## src/rtl/flash_cmd_pkg.sv

```systemverilog
package flash_cmd_pkg;
  typedef enum logic [1:0] {
    OP_PROG = 2'd0,
    OP_SECT = 2'd1,
    OP_CHIP = 2'd2,
    OP_ID   = 2'd3
  } fc_op_e;

  typedef enum logic [2:0] {
    K_WR, K_RD, K_POLL, K_WAIT, K_END
  } fc_kind_e;

  typedef enum logic [2:0] {
    S_IDLE, S_STEP, S_WLOW, S_WHIGH, S_RLOW, S_RHIGH, S_WAIT, S_RSP
  } fc_state_e;
endpackage

```

## src/rtl/flash_cmd_rom.sv

```systemverilog
module flash_cmd_rom
  import flash_cmd_pkg::*;
#(
  parameter int AW = 17,
  parameter int DW = 16
) (
  input  fc_op_e         op,
  input  logic [3:0]     step,
  input  logic [AW-1:0]  tgt_addr,
  input  logic [DW-1:0]  tgt_data,
  output fc_kind_e       kind,
  output logic [AW-1:0]  addr,
  output logic [DW-1:0]  data,
  output logic           slot
);
  localparam logic [AW-1:0] UL_A = AW'(15'h5555);
  localparam logic [AW-1:0] UL_B = AW'(15'h2AAA);

  // Unlock prefix shared by every request: steps 0,1 and erase steps 3,4
  always_comb begin
    kind = K_END;
    addr = '0;
    data = '0;
    slot = 1'b0;
    unique case (op)
      OP_PROG: begin
        unique case (step)
          4'd0: begin kind = K_WR; addr = UL_A; data = DW'(8'hAA); end
          4'd1: begin kind = K_WR; addr = UL_B; data = DW'(8'h55); end
          4'd2: begin kind = K_WR; addr = UL_A; data = DW'(8'hA0); end
          4'd3: begin kind = K_WR; addr = tgt_addr; data = tgt_data; end
          4'd4: kind = K_POLL;
          default: kind = K_END;
        endcase
      end
      OP_SECT, OP_CHIP: begin
        unique case (step)
          4'd0, 4'd3: begin kind = K_WR; addr = UL_A; data = DW'(8'hAA); end
          4'd1, 4'd4: begin kind = K_WR; addr = UL_B; data = DW'(8'h55); end
          4'd2: begin kind = K_WR; addr = UL_A; data = DW'(8'h80); end
          4'd5: begin
            kind = K_WR;
            addr = (op == OP_CHIP) ? UL_A : tgt_addr;
            data = (op == OP_CHIP) ? DW'(8'h10) : DW'(8'h30);
          end
          4'd6: kind = K_POLL;
          default: kind = K_END;
        endcase
      end
      default: begin
        unique case (step)
          4'd0, 4'd5: begin kind = K_WR; addr = UL_A; data = DW'(8'hAA); end
          4'd1, 4'd6: begin kind = K_WR; addr = UL_B; data = DW'(8'h55); end
          4'd2: begin kind = K_WR; addr = UL_A; data = DW'(8'h90); end
          4'd3: begin kind = K_RD; addr = '0; end
          4'd4: begin kind = K_RD; addr = AW'(1); slot = 1'b1; end
          4'd7: begin kind = K_WR; addr = UL_A; data = DW'(8'hF0); end
          4'd8: kind = K_WAIT;
          default: kind = K_END;
        endcase
      end
    endcase
  end
endmodule

```

## src/rtl/flash_poll_eval.sv

```systemverilog
module flash_poll_eval #(
  parameter int DW = 16
) (
  input  logic          toggle_mode,
  input  logic [DW-1:0] rd,
  input  logic          want7,
  input  logic          prev6,
  input  logic          have_prev,
  output logic          finished
);
  always_comb begin
    if (toggle_mode) finished = have_prev && (rd[6] == prev6);
    else             finished = (rd[7] == want7);
  end
endmodule

```

## src/rtl/flash_cmd_engine.sv

```systemverilog
module flash_cmd_engine
  import flash_cmd_pkg::*;
#(
  parameter int AW            = 17,
  parameter int DW            = 16,
  parameter int WE_PULSE      = 3,
  parameter int GAP_CYCLES    = 2,
  parameter int RD_CYCLES     = 2,
  parameter int PROG_TIMEOUT  = 5000,
  parameter int ERASE_TIMEOUT = 20000000,
  parameter int ID_EXIT_WAIT  = 1000
) (
  input  logic          clk,
  input  logic          rst_n,
  input  logic          req_valid,
  output logic          req_ready,
  input  logic [1:0]    req_op,
  input  logic [AW-1:0] req_addr,
  input  logic [DW-1:0] req_data,
  input  logic          poll_toggle,
  output logic          rsp_valid,
  output logic          rsp_error,
  output logic [DW-1:0] rsp_id0,
  output logic [DW-1:0] rsp_id1,
  output logic [AW-1:0] fl_addr,
  output logic [DW-1:0] fl_wdata,
  input  logic [DW-1:0] fl_rdata,
  output logic          fl_ce_n,
  output logic          fl_we_n,
  output logic          fl_oe_n
);
  localparam int M1   = (WE_PULSE > GAP_CYCLES) ? WE_PULSE : GAP_CYCLES;
  localparam int M2   = (RD_CYCLES > M1) ? RD_CYCLES : M1;
  localparam int CMAX = (ID_EXIT_WAIT > M2) ? ID_EXIT_WAIT : M2;
  localparam int CW   = $clog2(CMAX + 1);
  localparam int TMAX = (ERASE_TIMEOUT > PROG_TIMEOUT) ? ERASE_TIMEOUT : PROG_TIMEOUT;
  localparam int TW   = $clog2(TMAX + 1);

  fc_state_e     st_q;
  fc_op_e        op_q;
  logic [AW-1:0] addr_q;
  logic [DW-1:0] data_q;
  logic          mode_q;
  logic [3:0]    step_q;
  logic [CW-1:0] cnt_q;
  logic [TW-1:0] poll_cnt_q;
  logic          is_poll_q, slot_q, prev6_q, have_prev_q, err_q;

  fc_kind_e      r_kind;
  logic [AW-1:0] r_addr;
  logic [DW-1:0] r_data;
  logic          r_slot;
  logic          poll_fin;
  logic [TW-1:0] limit;

  flash_cmd_rom #(.AW(AW), .DW(DW)) u_rom (
    .op(op_q), .step(step_q), .tgt_addr(addr_q), .tgt_data(data_q),
    .kind(r_kind), .addr(r_addr), .data(r_data), .slot(r_slot)
  );

  flash_poll_eval #(.DW(DW)) u_eval (
    .toggle_mode(mode_q), .rd(fl_rdata),
    .want7((op_q == OP_PROG) ? data_q[7] : 1'b1),
    .prev6(prev6_q), .have_prev(have_prev_q), .finished(poll_fin)
  );

  assign limit = (op_q == OP_PROG) ? TW'(PROG_TIMEOUT) : TW'(ERASE_TIMEOUT);

  always_ff @(posedge clk or negedge rst_n) begin
    if (!rst_n) begin
      st_q <= S_IDLE; op_q <= OP_PROG; addr_q <= '0; data_q <= '0;
      mode_q <= 1'b0; step_q <= '0; cnt_q <= '0; poll_cnt_q <= '0;
      is_poll_q <= 1'b0; slot_q <= 1'b0; prev6_q <= 1'b0;
      have_prev_q <= 1'b0; err_q <= 1'b0;
      rsp_id0 <= '0; rsp_id1 <= '0; fl_addr <= '0; fl_wdata <= '0;
    end else begin
      if (is_poll_q && poll_cnt_q != '1) poll_cnt_q <= poll_cnt_q + 1'b1;
      unique case (st_q)
        S_IDLE: if (req_valid) begin
          op_q <= fc_op_e'(req_op); addr_q <= req_addr; data_q <= req_data;
          mode_q <= poll_toggle; step_q <= '0; err_q <= 1'b0;
          have_prev_q <= 1'b0; is_poll_q <= 1'b0; poll_cnt_q <= '0;
          st_q <= S_STEP;
        end
        S_STEP: begin
          unique case (r_kind)
            K_WR: begin
              fl_addr <= r_addr; fl_wdata <= r_data;
              cnt_q <= CW'(WE_PULSE - 1); st_q <= S_WLOW;
            end
            K_RD: begin
              fl_addr <= r_addr; slot_q <= r_slot; is_poll_q <= 1'b0;
              cnt_q <= CW'(RD_CYCLES - 1); st_q <= S_RLOW;
            end
            K_POLL: begin
              fl_addr <= addr_q; is_poll_q <= 1'b1;
              cnt_q <= CW'(RD_CYCLES - 1); st_q <= S_RLOW;
            end
            K_WAIT: begin cnt_q <= CW'(ID_EXIT_WAIT - 1); st_q <= S_WAIT; end
            default: st_q <= S_RSP;
          endcase
        end
        S_WLOW: if (cnt_q == '0) begin
          cnt_q <= CW'(GAP_CYCLES - 1); st_q <= S_WHIGH;
        end else cnt_q <= cnt_q - 1'b1;
        S_WHIGH: if (cnt_q == '0) begin
          step_q <= step_q + 1'b1; st_q <= S_STEP;
        end else cnt_q <= cnt_q - 1'b1;
        S_RLOW: if (cnt_q == '0) begin
          cnt_q <= CW'(GAP_CYCLES - 1);
          if (!is_poll_q) begin
            if (slot_q) rsp_id1 <= fl_rdata;
            else        rsp_id0 <= fl_rdata;
            step_q <= step_q + 1'b1; st_q <= S_RHIGH;
          end else begin
            prev6_q <= fl_rdata[6]; have_prev_q <= 1'b1;
            if (poll_fin) begin
              step_q <= step_q + 1'b1; st_q <= S_RHIGH;
            end else if (poll_cnt_q >= limit) begin
              err_q <= 1'b1; st_q <= S_RSP;
            end else st_q <= S_RHIGH;
          end
        end else cnt_q <= cnt_q - 1'b1;
        S_RHIGH: if (cnt_q == '0) st_q <= S_STEP;
                 else cnt_q <= cnt_q - 1'b1;
        S_WAIT: if (cnt_q == '0) begin
          step_q <= step_q + 1'b1; st_q <= S_STEP;
        end else cnt_q <= cnt_q - 1'b1;
        default: st_q <= S_IDLE;
      endcase
    end
  end

  assign req_ready = (st_q == S_IDLE);
  assign rsp_valid = (st_q == S_RSP);
  assign rsp_error = rsp_valid && err_q;
  assign fl_we_n   = (st_q != S_WLOW);
  assign fl_oe_n   = (st_q != S_RLOW);
  assign fl_ce_n   = !((st_q == S_WLOW) || (st_q == S_RLOW));
endmodule

```

## config.mk

```make
export PLATFORM = sky130hd
export DESIGN_NAME = flash_cmd_engine
export DESIGN_NICKNAME = d
export VERILOG_FILES = /design/src/rtl/flash_cmd_pkg.sv /design/src/rtl/flash_cmd_rom.sv /design/src/rtl/flash_poll_eval.sv /design/src/rtl/flash_cmd_engine.sv
export SDC_FILE = /design/constraint.sdc
export NUM_CORES = 1
export LEC_CHECK = 0
export ABC_CLOCK_PERIOD_IN_PS = 3400
export BUFFER_PORTS_ARGS = -buffer_cell sky130_fd_sc_hd__buf_2
export CAP_MARGIN = 10
export CORE_MARGIN = 3
export CORE_UTILIZATION = 55
export DETAILED_ROUTE_END_ITERATION = 12
export PLACE_DENSITY = 0.87
export REMOVE_ABC_BUFFERS = 1
export SYNTH_ARGS = -nofsm -noshare
export SYNTH_HDL_FRONTEND = slang
export SYNTH_SLANG_ARGS = --single-unit
```

## constraint.sdc

```tcl
create_clock -name clk -period 3.4 [get_ports clk]
set_input_delay 0.17 -clock clk [delete_from_list [all_inputs] [get_ports clk]]
set_output_delay 0.17 -clock clk [all_outputs]
set_load 0.05 [all_outputs]
```

After elaboration in Yosys (flattened, before gate mapping). Index checks and enable logic that the tools add are counted. W data, S select, Z words.

Register bits: 148. Word-level logic and storage cells: 159. Output and inout port bits: 71.

Magnitude comparators: 1. Equal/unequal tests: 37. Bitwise logic cells: 2. Mux-type cells: 53. Reductions and logical operators: 46. Add/subtract/negate cells: 3.

Operator list (count): $pmux W16 S4 (2); $pmux W17 S3 (2); $mux W25 (4); $pmux W17 S2 (2); $pmux W10 S3 (2); $pmux W15 S3 (1); $pmux W16 S2 (1); $pmux W8 S4 (1); $add A25 B1 Y25 const B (1); $ge A25 B25 Y1 (1); $ne A25 B25 Y1 const B (1); $reduce_or A2 Y1 (11); $mux W10 (2); $mux W4 (5); $pmux W3 S2 (3); $pmux W3 S3 (2); $mux W17 (1); $eq A4 B3 Y1 const B (4); $reduce_and A4 Y1 (4); $pmux W3 S5 (1); $ne A2 B2 Y1 const B (7); $eq A3 B2 Y1 const B (4); $eq A3 B3 Y1 const B (4); $mux W3 (4); 35 further kinds (72).

Longest topological paths before layout.
Depth in word-level cells: 8. Depth in mapped cells: 11. Mapped depth without buffers: 10.

Hierarchy. Synthesis repeated with hierarchy kept, for this count alone.

Cells, all modules: 787. Area total of the unflattened synthesis: 8049.0 um2.

Modules (own cells, without submodules): flash_cmd_engine (area an instance 6881.6 um2, instances 1, cells an instance 606); flash_cmd_rom (area an instance 1139.8 um2, instances 1, cells an instance 177); flash_poll_eval (area an instance 27.5 um2, instances 1, cells an instance 4).

Worst setup path after synthesis. Ideal clock, no wire load.

Kind: register to register. Start point: register st_q[1]. End point: register poll_cnt_q[12]. Clock period less this slack: 2.913 ns. Setup time: 0.132 ns. Slack: 0.487 ns. Path buffers: 3. Stages on the path, launching flop included: 7. Data arrival time: 2.781 ns. Path through: dfrtp_1 -> nor3_1 -> and2_1 -> clkbuf_1 -> clkbuf_1 -> clkbuf_1 -> nor2_1.

Cells in the longest elaborated chain, start to end: 2.

RTL lines: from (decl) (RTL line flash_cmd_engine.sv:39) `fc_state_e st_q;`; from (signal assigned) (RTL line flash_cmd_engine.sv:71) `st_q <= S_IDLE; op_q <= OP_PROG; addr_q <= '0; data_q <= '0;`; from (signal assigned) (RTL line flash_cmd_engine.sv:83) `st_q <= S_STEP;`; from (signal assigned) (RTL line flash_cmd_engine.sv:89) `cnt_q <= CW'(WE_PULSE - 1); st_q <= S_WLOW;`; $logic_not A3 Y1; net req_ready (RTL line flash_cmd_engine.sv:16) `output logic req_ready,`; $mux W25 (RTL line flash_cmd_engine.sv:78) `unique case (st_q)`; to (signal assigned) (RTL line flash_cmd_engine.sv:77) `if (is_poll_q && poll_cnt_q != '1) poll_cnt_q <= poll_cnt_q + 1'b1;`; to (decl) (RTL line flash_cmd_engine.sv:46) `logic [TW-1:0] poll_cnt_q;`.

The timed path passes the listed nets, and every way through them passes these cells. A chain may end at the register's enable or synchronous reset.

Worst setup path in the final report.
Start point: register op_q[0]. End point: register err_q.

Cells in the longest elaborated chain, start to end: 6. Elaborated cells on any way between the ends: 9. Classes of those cells: order compare: 1; eq/ne: 3; mux: 3; reduce/logical: 2.

RTL lines: from (decl) (RTL line flash_cmd_engine.sv:40) `fc_op_e op_q;`; from (signal assigned) (RTL line flash_cmd_engine.sv:80) `op_q <= fc_op_e'(req_op); addr_q <= req_addr; data_q <= req_data;`; $logic_not A2 Y1 * (RTL line flash_cmd_engine.sv:63, flash_cmd_engine.sv:67); parallel branches: the longest is 4 deep, another holds $ge A25 B25 Y1; $reduce_and A6 Y1 (no source line) *; to (signal assigned) (RTL line flash_cmd_engine.sv:74) `have_prev_q <= 1'b0; err_q <= 1'b0;`; to (signal assigned) (RTL line flash_cmd_engine.sv:81) `mode_q <= poll_toggle; step_q <= '0; err_q <= 1'b0;`; to (signal assigned) (RTL line flash_cmd_engine.sv:120) `err_q <= 1'b1; st_q <= S_RSP;`; to (decl) (RTL line flash_cmd_engine.sv:47) `logic is_poll_q, slot_q, prev6_q, have_prev_q, err_q;`.

Every way passes the cells marked *.

==> run_summary.xml <==
<?xml version="1.0" encoding="UTF-8"?>
<metrics>
  <group name="critical_path">
    <metric name="worst_setup_path_end_kind" unit="">flop</metric>
    <metric name="worst-path-max-fanout" unit="">12</metric>
    <metric name="worstSetupStartpointType" unit="">flop</metric>
    <metric name="critPathKind" unit="">reg -&gt; reg</metric>
    <metric name="critical_path_arrival" unit="ps">3350</metric>
    <metric name="required" unit="ps">3740</metric>
  </group>
  <group name="global_route">
    <metric name="grt_pass1_wl" unit="µm">34900</metric>
    <metric name="global_route.overflow_total" unit="">0</metric>
    <metric name="grt_pass1_vias" unit="">6905</metric>
    <metric name="grt_start_max_net_pins" unit="">93</metric>
    <metric name="globalRouteTotalUtil" unit="%">27.0</metric>
    <metric name="antenna_found_initial" unit="">0</metric>
  </group>
  <group name="placed_design">
    <metric name="routabilityCongestion" unit="">0.930</metric>
    <metric name="detailed_place_hpwl" unit="µm">13100</metric>
    <metric name="io_buffer_count" unit="">125</metric>
  </group>
  <group name="cts">
    <metric name="cts-htree-levels" unit="">4</metric>
    <metric name="tritoncts" unit="">yes</metric>
    <metric name="postCtsSetupRepairBufs" unit="">0</metric>
    <metric name="clock_latency" unit="ps">420</metric>
    <metric name="cts_made_buffers" unit="">17</metric>
    <metric name="cts.root.buffer_cell" unit="">clkbuf_16</metric>
    <metric name="cts.reportedPaths.clkPinSlew" unit="ps">60</metric>
    <metric name="cts.path.max_buffers" unit="">2</metric>
    <metric name="clock-sinks" unit="">148</metric>
  </group>
  <group name="synth">
    <metric name="ys_ff_latch" unit="">148</metric>
    <metric name="synth_top_area_share" unit="%">47.5</metric>
    <metric name="netlist-cell-type-count" unit="">72</metric>
    <metric name="async_reset_ff_share" unit="%">100</metric>
    <metric name="ys.warnings.count" unit="">0</metric>
    <metric name="post_synth.cell_area_avg" unit="µm²">9.34</metric>
    <metric name="ys.flop_type" unit="">dfrtp_1</metric>
    <metric name="sequential_share_of_the_synthesized_area" unit="%">47.5</metric>
    <metric name="ranking_of_synthesized_cells_by_area" unit="">dfrtp_1, nand2_1, mux2_4, nor2_1, o21ai_0</metric>
    <metric name="syn_inst" unit="">835</metric>
    <metric name="yosys.area.top_type" unit="">dfrtp_1</metric>
    <metric name="synth_edf_count" unit="">0</metric>
    <metric name="synthesis.area" unit="mm²">0.00779</metric>
  </group>
  <group name="worst_hold_path">
    <metric name="hold_path.class" unit="">in -&gt; reg</metric>
  </group>
  <group name="detailed_routing">
    <metric name="detailroute.via_count" unit="">6983</metric>
    <metric name="detailedRoute.firstIterationViolations" unit="">637</metric>
    <metric name="firstDrtPassIters" unit="">5</metric>
    <metric name="ant_nets" unit="">0</metric>
    <metric name="total_wirelength_of_the_detailed_routed_design" unit="µm">20800</metric>
    <metric name="drc_errors" unit="">0</metric>
    <metric name="detail_route.wl_per_cell" unit="µm">17.7</metric>
    <metric name="via_per_inst" unit="">5.95</metric>
  </group>
  <group name="die">
    <metric name="floorplan.die_area" unit="mm²">0.0156</metric>
    <metric name="vert_die_dim" unit="µm">125</metric>
    <metric name="die_width" unit="µm">125</metric>
    <metric name="design.portCount" unit="">126</metric>
    <metric name="core" unit="mm²">0.0136</metric>
    <metric name="row_count" unit="">42</metric>
    <metric name="floorplan.initialDensity" unit="%">57.5</metric>
  </group>
  <group name="sta">
    <metric name="tightest_slew" unit="ps">1110</metric>
    <metric name="rsz0062_at_grt" unit="">false</metric>
    <metric name="slew-limit-headroom" unit="%">25.4</metric>
    <metric name="finalSetupViolations" unit="">0</metric>
    <metric name="worst_clock_skew" unit="ps">7.18</metric>
    <metric name="tns" unit="ps">0</metric>
    <metric name="clock.fmax" unit="MHz">332</metric>
    <metric name="worst_hold_slack" unit="ps">12.4</metric>
    <metric name="hold_viol" unit="">0</metric>
    <metric name="layout_min_cycle_time" unit="ps">3010</metric>
    <metric name="final-max-slew-violation-count" unit="">0</metric>
    <metric name="post-route-period-util" unit="%">88.6</metric>
  </group>
  <group name="finish">
    <metric name="num_antenna_cells" unit="">0</metric>
    <metric name="area_growth" unit="%">22.7</metric>
    <metric name="utilization" unit="%">70.6</metric>
    <metric name="final_nets" unit="">1054</metric>
    <metric name="final_layout_size_suffix_gt1_share" unit="%">22.2</metric>
    <metric name="fillCellCount" unit="">945</metric>
  </group>
  <group name="flow_run">
    <metric name="max-cap-violations" unit="">0</metric>
  </group>
  <group name="pwr">
    <metric name="ir_worst_vdd" unit="mV">0.408</metric>
    <metric name="cellLeakagePower" unit="nW">4.46</metric>
    <metric name="power.density_cell_area" unit="mW/mm²">412</metric>
  </group>
  <group name="status">
    <metric name="status" unit="">finished, final reports clean</metric>
  </group>
</metrics>
==> area by class of cell <==
| class | count | area [µm²] | area share (%) |
|---|---|---|---|
| clock buffers | 20 | 447 | 4.67 |
| clock inverters | 12 | 155 | 1.62 |
| inverters | 20 | 75.1 | 0.785 |
| multi-input cells | 618 | 3800 | 39.7 |
| flip-flops and latches | 148 | 3700 | 38.7 |
| well taps | 176 | 220 | 2.30 |
| repair buffers | 179 | 1170 | 12.2 |
==> routing by layer <==
| metal | part of all wire, % | global-route usage (%) |
|---|---|---|
| met1 | 43 | 36.0 |
| met2 | 49 | 44.3 |
| met3 | 6.1 | 5.88 |
| met4 | 2.1 | 8.67 |
| met5 | 0 | 0 |
==> logic make-up (layout without fill, tap and decap cells) <==
| kind of cell | Yosys count | count (layout) | synth area share, % |
|---|---|---|---|
| adder cells (fa/ha/maj) | 15 | 15 | 2.41 |
| flip-flops | 148 | 148 | 47.5 |
| buffers and inverters | 69 | 231 | 3.79 |
| XOR/XNOR | 27 | 27 | 3.03 |
| AO/OA/AOI/OAI | 174 | 174 | 15.0 |
| AND/OR/NAND/NOR | 366 | 366 | 22.1 |
| multiplexers | 36 | 36 | 6.16 |
==> stage by stage <==
step	cells	power (W)	setup slack [ps]	instance area, µm²
2_1_floorplan	786	0.00192	-689	7570
3_3_place_gp	1098	0.00201	407	8540
3_5_place_dp	1098	0.00202	340	8540
4_1_cts	1173	0.00396	324	9570
5_1_grt	1173	0.00407	135	9570
6_report	1173	0.00394	388	9570
==> flip-flops by register name, summed over array words and instances, names as in the netlist <==
| signal | count |
|---|---|
| fl_wdata | 16 |
| err_q | 1 |
| op_q | 2 |
| st_q | 3 |
| step_q | 4 |
| poll_cnt_q | 25 |
| rsp_id0 | 16 |
| prev6_q | 1 |
| mode_q | 1 |
| data_q | 16 |
| fl_addr | 17 |
| cnt_q | 10 |
| have_prev_q | 1 |
| slot_q | 1 |
| is_poll_q | 1 |
| rsp_id1 | 16 |
| addr_q | 17 |
==> worst max-delay path, stage by stage, from the launching register on <==
cell and delay, ps:
dfrtp_1 410, inv_1 140, ha_1 470, or3b_2 500, a2111oi_0 590, o311ai_0 250
a41oi_1 300, a211oi_1 100, nor3_1 170
==> power breakdown <==
group	total, W	internal (W)	switching (W)
clock network	0.00191	0.00117	0.000740
registers	0.00179	0.00178	0.0000114
logic	0.000235	0.0000928	0.000142
==> worst paths after layout <==
| kind | slack [ps] | startpoint | end | cells past startpoint |
|---|---|---|---|---|
| worst max register to register | 390 | op_q[0] | err_q | 8 |
| worst max-delay path | 390 | op_q[0] | err_q | 8 |
| max in group asynchronous | 2240 | rst_n | addr_q[7] | 3 |
| worst min register to register | 470 | addr_q[11] | addr_q[11] | 2 |
| min in group asynchronous | 380 | rst_n | rsp_id1[7] | 2 |
| worst min-delay path | 10 | fl_rdata[3] | rsp_id0[3] | 2 |
==> cells in the mapped netlist (all sizes together) (3+ instances only) <==
library cell  instances
o31ai                 3
a2111oi               5
or3b                  3
nand2b               10
nand3                26
and2                  8
xnor2                16
and4                  5
nor4                  8
o2bb2ai               7
o21ai                46
a31oi                 8
a22o                  8
a211oi               15
nor2b                 6
inv                  20
nor2                 77
nand4b                5
clkbuf               38
dfrtp               148
or3                   4
xor2                 11
o311ai                3
a21oi                37
or2                   3
o32ai                 3
a21o                  5
buf                  11
a2bb2oi               9
nand2               175
nor3                 14
nand4                10
ha                   15
and3                  3
mux2                 36
==> cell usage in the layout (no fill, tap or decap), drive strengths merged, types with 20 or more instances in the layout <==
master	synthesis	routed
nand2	175	175
dfrtp	148	148
buf	11	136
nor2	77	77
o21ai	46	46
dlygate4sd3	0	43
a21oi	37	37
mux2	36	36
nand3	26	26
inv	20	21
clkbuf	38	20
==> timing repair <==
item,4_1_cts,5_1_grt
hold endpoints to repair,136,0
gates resized for setup,0,1
endpoints found under the setup margin,0,17
hold buffers,43,0
Note: power is estimated with default switching activity, not from simulation.
